### src/rtl/nand_rd_pkg.sv
package nand_rd_pkg;
  typedef enum logic [1:0] {ST_IDLE, ST_RD1, ST_RD2, ST_RD3} rd_state_e;

  localparam logic [7:0] CMD_IDLE = 8'hFF;
  localparam logic [7:0] CMD_RD1  = 8'h00;
  localparam logic [7:0] CMD_RD2  = 8'h01;
  localparam logic [7:0] CMD_RD3  = 8'h50;

  function automatic logic [7:0] fill_byte(input logic [31:0] a, input logic chip,
                                           input logic [31:0] limit);
    if (a >= limit) return 8'hFF;
    return a[7:0] ^ a[15:8] ^ a[23:16] ^ (chip ? 8'h5A : 8'h00);
  endfunction
endpackage

### src/rtl/nand_rd_sync.sv
module nand_rd_sync #(
  parameter int W = 8,
  parameter logic [W-1:0] RST_VAL = '0
) (
  input  logic         clk_i,
  input  logic         rst_ni,
  input  logic [W-1:0] d_i,
  output logic [W-1:0] q_o
);
  logic [W-1:0] s1_q, s2_q;
  always_ff @(posedge clk_i or negedge rst_ni) begin
    if (!rst_ni) begin
      s1_q <= RST_VAL;
      s2_q <= RST_VAL;
    end else begin
      s1_q <= d_i;
      s2_q <= s1_q;
    end
  end
  assign q_o = s2_q;
endmodule

### src/rtl/nand_rd_chip.sv
module nand_rd_chip
  import nand_rd_pkg::*;
#(
  parameter int PAGE_BYTES = 528,
  parameter int ADDR_W     = 26
) (
  input  logic              clk_i,
  input  logic              rst_ni,
  input  logic              sel_i,
  input  logic              cmd_i,
  input  logic              adr_i,
  input  logic              rd_i,
  input  logic [7:0]        byte_i,
  output logic [ADDR_W-1:0] addr_o,
  output logic              err_o
);
  localparam logic [ADDR_W-1:0] ROW_LO_STEP = ADDR_W'(PAGE_BYTES);
  localparam logic [ADDR_W-1:0] ROW_HI_STEP = ADDR_W'(PAGE_BYTES * 256);

  rd_state_e         st_q;
  logic [1:0]        cyc_q;
  logic [ADDR_W-1:0] addr_q;
  logic              err_q;
  logic [ADDR_W-1:0] off;

  always_comb begin
    case (st_q)
      ST_RD2:  off = ADDR_W'(12'h100);
      ST_RD3:  off = ADDR_W'(12'h200);
      default: off = '0;
    endcase
  end

  always_ff @(posedge clk_i or negedge rst_ni) begin
    if (!rst_ni) begin
      st_q   <= ST_IDLE;
      cyc_q  <= '0;
      addr_q <= '0;
      err_q  <= 1'b0;
    end else if (sel_i && cmd_i) begin
      case (byte_i)
        CMD_IDLE: begin st_q <= ST_IDLE; cyc_q <= '0; end
        CMD_RD1:  begin st_q <= ST_RD1;  cyc_q <= '0; end
        CMD_RD2:  begin st_q <= ST_RD2;  cyc_q <= '0; end
        CMD_RD3:  begin st_q <= ST_RD3;  cyc_q <= '0; end
        default:  err_q <= 1'b1;
      endcase
    end else if (sel_i && adr_i) begin
      if (st_q == ST_IDLE || cyc_q == 2'd3) begin
        err_q <= 1'b1;
      end else begin
        cyc_q <= cyc_q + 2'd1;
        case (cyc_q)
          2'd0:    addr_q <= ADDR_W'(byte_i) | off;
          2'd1:    addr_q <= addr_q + ADDR_W'(byte_i) * ROW_HI_STEP;
          default: addr_q <= addr_q + ADDR_W'(byte_i) * ROW_LO_STEP;
        endcase
      end
    end else if (sel_i && rd_i) begin
      addr_q <= addr_q + 1'b1;
    end
  end

  assign addr_o = addr_q;
  assign err_o  = err_q;

  AST_ERR_STICKY: assert property (@(posedge clk_i) disable iff (!rst_ni)
    err_q |=> err_q);
  AST_CYC_LIMIT: assert property (@(posedge clk_i) disable iff (!rst_ni)
    (cyc_q == 2'd3 && sel_i && adr_i && !cmd_i) |=> (cyc_q == 2'd3 && $stable(addr_q)));
  AST_READ_STEP: assert property (@(posedge clk_i) disable iff (!rst_ni)
    (sel_i && rd_i && !cmd_i && !adr_i) |=> addr_q == $past(addr_q) + 1'b1);
  AST_IDLE_CMD: assert property (@(posedge clk_i) disable iff (!rst_ni)
    (sel_i && cmd_i && byte_i == CMD_IDLE) |=> (st_q == ST_IDLE && cyc_q == 2'd0));
endmodule

### src/rtl/nand_rd_seq.sv
module nand_rd_seq
  import nand_rd_pkg::*;
#(
  parameter int PAGE_BYTES = 528,
  parameter int ADDR_W     = 26,
  parameter int FILL_LIMIT = 2112
) (
  input  logic       clk_i,
  input  logic       rst_ni,
  input  logic       ce1_ni,
  input  logic       ce2_ni,
  input  logic       cle_i,
  input  logic       ale_i,
  input  logic       re_ni,
  input  logic       we_ni,
  input  logic [7:0] data_i,
  output logic [7:0] data_o,
  output logic       data_oe_o,
  output logic [1:0] rdy_o,
  output logic       err_o
);
  localparam int NCHIP = 2;
  localparam int SW    = 14;

  logic [SW-1:0] raw, syn;
  logic          ce1_s, ce2_s, cle_s, ale_s, re_s, we_s;
  logic [7:0]    byte_s;
  logic          re_d_q, we_d_q;
  logic          we_fall, re_fall, sel_vld, sel_id;
  logic [ADDR_W-1:0] addr_w [NCHIP];
  logic [NCHIP-1:0]  err_w;
  logic [7:0]        data_q;

  assign raw = {data_i, ce1_ni, ce2_ni, cle_i, ale_i, re_ni, we_ni};

  nand_rd_sync #(.W(SW), .RST_VAL(14'b00000000_11_00_11)) u_sync (
    .clk_i(clk_i), .rst_ni(rst_ni), .d_i(raw), .q_o(syn));

  assign {byte_s, ce1_s, ce2_s, cle_s, ale_s, re_s, we_s} = syn;

  always_ff @(posedge clk_i or negedge rst_ni) begin
    if (!rst_ni) begin
      re_d_q <= 1'b1;
      we_d_q <= 1'b1;
    end else begin
      re_d_q <= re_s;
      we_d_q <= we_s;
    end
  end

  assign we_fall = we_d_q && !we_s;
  assign re_fall = re_d_q && !re_s;
  assign sel_vld = !ce1_s || !ce2_s;
  assign sel_id  = ce1_s;  // chip 2 only when chip 1 not enabled

  for (genvar g = 0; g < NCHIP; g++) begin : g_chip
    nand_rd_chip #(.PAGE_BYTES(PAGE_BYTES), .ADDR_W(ADDR_W)) u_chip (
      .clk_i (clk_i),
      .rst_ni(rst_ni),
      .sel_i (sel_vld && (sel_id == 1'(g))),
      .cmd_i (we_fall && cle_s),
      .adr_i (we_fall && !cle_s && ale_s),
      .rd_i  (re_fall),
      .byte_i(byte_s),
      .addr_o(addr_w[g]),
      .err_o (err_w[g])
    );
    assign rdy_o[g] = sel_vld && (sel_id == 1'(g)) && re_s && we_s;
  end

  always_ff @(posedge clk_i or negedge rst_ni) begin
    if (!rst_ni) data_q <= '0;
    else if (sel_vld && re_fall && !(we_fall && (cle_s || ale_s)))
      data_q <= fill_byte(32'(addr_w[sel_id]), sel_id, 32'(FILL_LIMIT));
  end

  assign data_o    = data_q;
  assign data_oe_o = sel_vld && !re_s;
  assign err_o     = |err_w;

  AST_RDY_ONEHOT: assert property (@(posedge clk_i) disable iff (!rst_ni)
    $onehot0(rdy_o));
  AST_OE_NOT_RDY: assert property (@(posedge clk_i) disable iff (!rst_ni)
    data_oe_o |-> rdy_o == 2'b00);
  AST_NO_SEL_QUIET: assert property (@(posedge clk_i) disable iff (!rst_ni)
    (!sel_vld) |=> $stable(data_q));
endmodule

### config.mk
export PLATFORM = sky130hd
export DESIGN_NAME = nand_rd_seq
export DESIGN_NICKNAME = d
export VERILOG_FILES = /design/src/rtl/nand_rd_pkg.sv /design/src/rtl/nand_rd_sync.sv /design/src/rtl/nand_rd_chip.sv /design/src/rtl/nand_rd_seq.sv
export SDC_FILE = /design/constraint.sdc
export NUM_CORES = 1
export LEC_CHECK = 0
export BUFFER_PORTS_ARGS = -buffer_cell sky130_fd_sc_hd__buf_2
export CAP_MARGIN = 25
export CORE_UTILIZATION = 48
export CTS_CLUSTER_SIZE = 24
export DETAILED_ROUTE_END_ITERATION = 7
export PLACE_DENSITY_LB_ADDON = 0.25
export SLEW_MARGIN = 20
export SYNTH_ARGS = -nofsm -noshare
export SYNTH_HDL_FRONTEND = slang
export SYNTH_SLANG_ARGS = --single-unit
### constraint.sdc
create_clock -name clk_i -period 4.6 [get_ports clk_i]
set_input_delay 0.23 -clock clk_i [delete_from_list [all_inputs] [get_ports clk_i]]
set_output_delay 0.23 -clock clk_i [all_outputs]
set_load 0.03 [all_outputs]
==> flow_summary_export.csv <==
group,metric,value,unit
synth,syn_avg_cell_area,8.19,sq um
power,total_power,2.86,mW
clock_network,cts_tree,"yes",
sta,worst_pin_slew,1050,ps
die,fp.dieW,138,um
synth,synth_area,8920,sq um
clock_network,cts_resized,0,
die,dieHeight,138,um
routing,ant_nets,0,
job,maxCapViolations,0,
global_routing,grt_pass1_wl,45300,um
setup_path,rr_startpoint,"u_sync.q_o[13]",
die,num_rows,49,
routing,first_pass_iters,8,
clock_network,numCtsBuffers,9,
sta,setup_viol,0,
placement,dp.cells,1307,
sta,slew_headroom,29.8,%
synth,syn_inst,1090,
worst_hold_path,hold_class,"flop to flop",
cells_and_area,final_common_cell,"a21oi_1",
clock_network,clock_path_buffers,2,
sta,hold_violations,0,
power,vdd_drop_max,217,uV
die,pin_count,28,
setup_path,worstReg2RegEnd,"g_chip[0].u_chip.addr_o[25]",
setup_path,arrival,4370,ps
routing,routed-via-count,8824,
clock_network,h-tree-depth,3,
cells_and_area,nets,1198,
clock_network,cts_setup_buffers,0,
placement,placed_cell_area,9250,sq um
setup_path,worstSetupPathType,"flop to flop",
setup_path,critPathLaunchType,"flop",
cells_and_area,area_growth,8.80,%
synth,yosysWarnings,0,
synth,synth_cell_types,90,
clock_network,clkLatencyLatePin,380,ps
power,leakage,4.07,nW
synth,ys_seq_area_share,28.2,%
cells_and_area,final_area,9710,sq um
die,die_area,19100,sq um
synth,synth_edf_count,0,
routing,drc,2,
worst_hold_path,worstHoldPathCells,0,
global_routing,grt-ovfl-total,0,
global_routing,grt_max_degree,56,
sta,fin_skew,12.3,ps
sta,rsz0062_at_grt,"false",
routing,wl,28700,um
placement,hpwl,21100,um
cells_and_area,n_antenna_cell,0,
clock_network,cts.sinks,100,
routing,viasPerCell,6.59,
sta,post-route-period-util,89.5,%
global_routing,antenna_found_initial,0,
routing,drt-wirelength-per-cell,21.5,um
synth,ys_dominant_reg_cell,"dfrtp_1",
sta,period_minus_slack,4120,ps
setup_path,r2r_cells,14,
synth,synthesis.nets,1184,
global_routing,grt_use_total,30.2,%
sta,timing.hold.ws,350,ps
clock_network,path_clk_slew,90,ps
cells_and_area,fin_cells,1338,
power,p_per_area,295,nW/um^2
die,coreArea,18100,sq um
global_routing,grt_pass1_vias,8236,
setup_path,r2r_slack,480,ps
worst_hold_path,holdPathEnd,"u_sync.q_o[9]",
placement,gp_congestion,0.982,
cells_and_area,layout-drive-gt1-share,9.47,%
cells_and_area,layout_common_cells,"a21oi_1 (107), nand2_1 (97), nor2_1 (92), dfrtp_1 (90), o21ai_0 (82)",
die,initial_core_util,49.3,%
setup_path,end_kind,"flop",
synth,async_flop_share,100,%
setup_path,path_max_fanout,6,
status,violations,"design-rule violations",
clock_network,clockRootBuffer,"clkbuf_16",
clock_network,hold_buffers,15,
cells_and_area,n_fill_cell,1687,
placement,port_buffers,27,
sta,finalSetupTns,0,ps
sta,slew_viol_final,0,
sta,max_freq,243,MHz
synth,synth-seq-cells,100,
routing,drtIter0Drc,997,
setup_path,critPathRequiredTime,4850,ps
worst_hold_path,hp-start,"u_sync.s1_q[9]",
status,status,"finished, violations left",
layer usage:
metal / part of all wire (%) / GRT usage, % / vias up
met5: 0 / 0 / -
met4: 3.8 / 13.2 / 0
met3: 8.5 / 5.26 / 81
met2: 44 / 46.5 / 458
met1: 44 / 41.5 / 4191
li1: - / - / 4094
synthesized netlist by cell type (7+ instances only):
| cell | instances | area share (%) |
|---|---|---|
| a211oi_1 | 15 | 1.3 |
| a21o_1 | 22 | 1.9 |
| a21oi_1 | 107 | 6.0 |
| a221o_1 | 8 | 0.90 |
| a221oi_1 | 7 | 0.69 |
| a22oi_1 | 9 | 0.76 |
| a31oi_1 | 20 | 1.4 |
| and3_1 | 14 | 0.98 |
| buf_2 | 8 | 0.45 |
| clkbuf_1 | 41 | 1.7 |
| dfrtp_1 | 90 | 25 |
| dfstp_2 | 10 | 2.9 |
| ha_1 | 73 | 10 |
| inv_1 | 23 | 0.97 |
| nand2_1 | 97 | 4.1 |
| nand2b_1 | 14 | 0.98 |
| nand3_1 | 31 | 1.7 |
| nand4_1 | 10 | 0.70 |
| nor2_1 | 93 | 3.9 |
| nor2b_1 | 10 | 0.70 |
| nor3_1 | 31 | 1.7 |
| nor4_1 | 10 | 0.70 |
| o21a_1 | 12 | 1.0 |
| o21ai_0 | 82 | 4.6 |
| o21bai_1 | 7 | 0.59 |
| o22ai_1 | 12 | 0.84 |
| o31ai_1 | 11 | 0.93 |
| or2_2 | 7 | 0.49 |
| or3_1 | 9 | 0.63 |
| xnor2_1 | 56 | 5.5 |
| xor2_1 | 24 | 2.4 |
layout make-up:
cell class / instances / area, sq um / share of cell area (%)
clock buffer: 9 / 225 / 2.32
tap: 229 / 287 / 2.95
multi-input combinational: 910 / 6090 / 62.7
clock inverter: 7 / 88.8 / 0.915
inverter: 23 / 86.3 / 0.889
sequential: 100 / 2510 / 25.9
timing repair buffer: 60 / 423 / 4.36
cells by family (layout without fill, tap and decap cells):
group,Yosys count,after routing,share of synthesized area (%)
AOI/OAI and AO/OA,378,378,27.6
and+or+nand+nor,364,364,20.2
DFF,100,100,28.2
xor gates and xnor gates,80,80,7.85
buffers and inverters,80,99,3.66
adders and majority gates,78,78,11.4
muxes,10,10,1.18
worst max path at each step:
stage / start / endpoint / slack, ps / cells past startpoint
after floorplan: u_sync.q_o[8] / g_chip[0].u_chip.addr_o[21] / 800 / 15
after global placement: u_sync.q_o[13] / g_chip[0].u_chip.addr_o[23] / 620 / 15
after detailed placement: u_sync.q_o[13] / g_chip[0].u_chip.addr_o[23] / 530 / 15
after CTS: u_sync.q_o[13] / g_chip[0].u_chip.addr_o[23] / 500 / 15
after global routing: u_sync.q_o[13] / g_chip[0].u_chip.addr_o[23] / 250 / 15
final: u_sync.q_o[13] / g_chip[0].u_chip.addr_o[25] / 480 / 14
state kept, by name, indices dropped and copies added (netlist names):
name,count
g_chip.u_chip.addr_o,52
re_d_q,1
g_chip.u_chip.st_q,4
u_sync.q_o,14
g_chip.u_chip.cyc_q,4
g_chip.u_chip.err_o,2
data_o,8
we_d_q,1
u_sync.s1_q,14
stage by stage:
| stage | worst slack, ps | util, % |
|---|---|---|
| after floorplan | 797 | - |
| after global placement | 619 | 51.1 |
| after detailed placement | 530 | 51.1 |
| after CTS | 505 | 53.7 |
| after global routing | 252 | 53.7 |
| final | 482 | 53.7 |
where the power goes:
group          internal [mW]  switching (mW)  leakage (nW)  total [mW]
sequential             0.957           0.150          1.25        1.11
combinational          0.376           0.541          2.67       0.917
clock                  0.396           0.442         0.153       0.838
worst max-delay path: stages (launching register included):
cell and delay, ps:
dfrtp_1 470, ha_1 310, ha_1 280, ha_1 180, fa_1 210, a21o_1 140, nand2_1 70, xnor2_1 830
ha_1 440, nand3_1 110, a211oi_1 50, o31a_1 290, or3_1 320, a32oi_1 200, o211ai_1 110
Note: power is estimated with default switching activity, not from simulation.
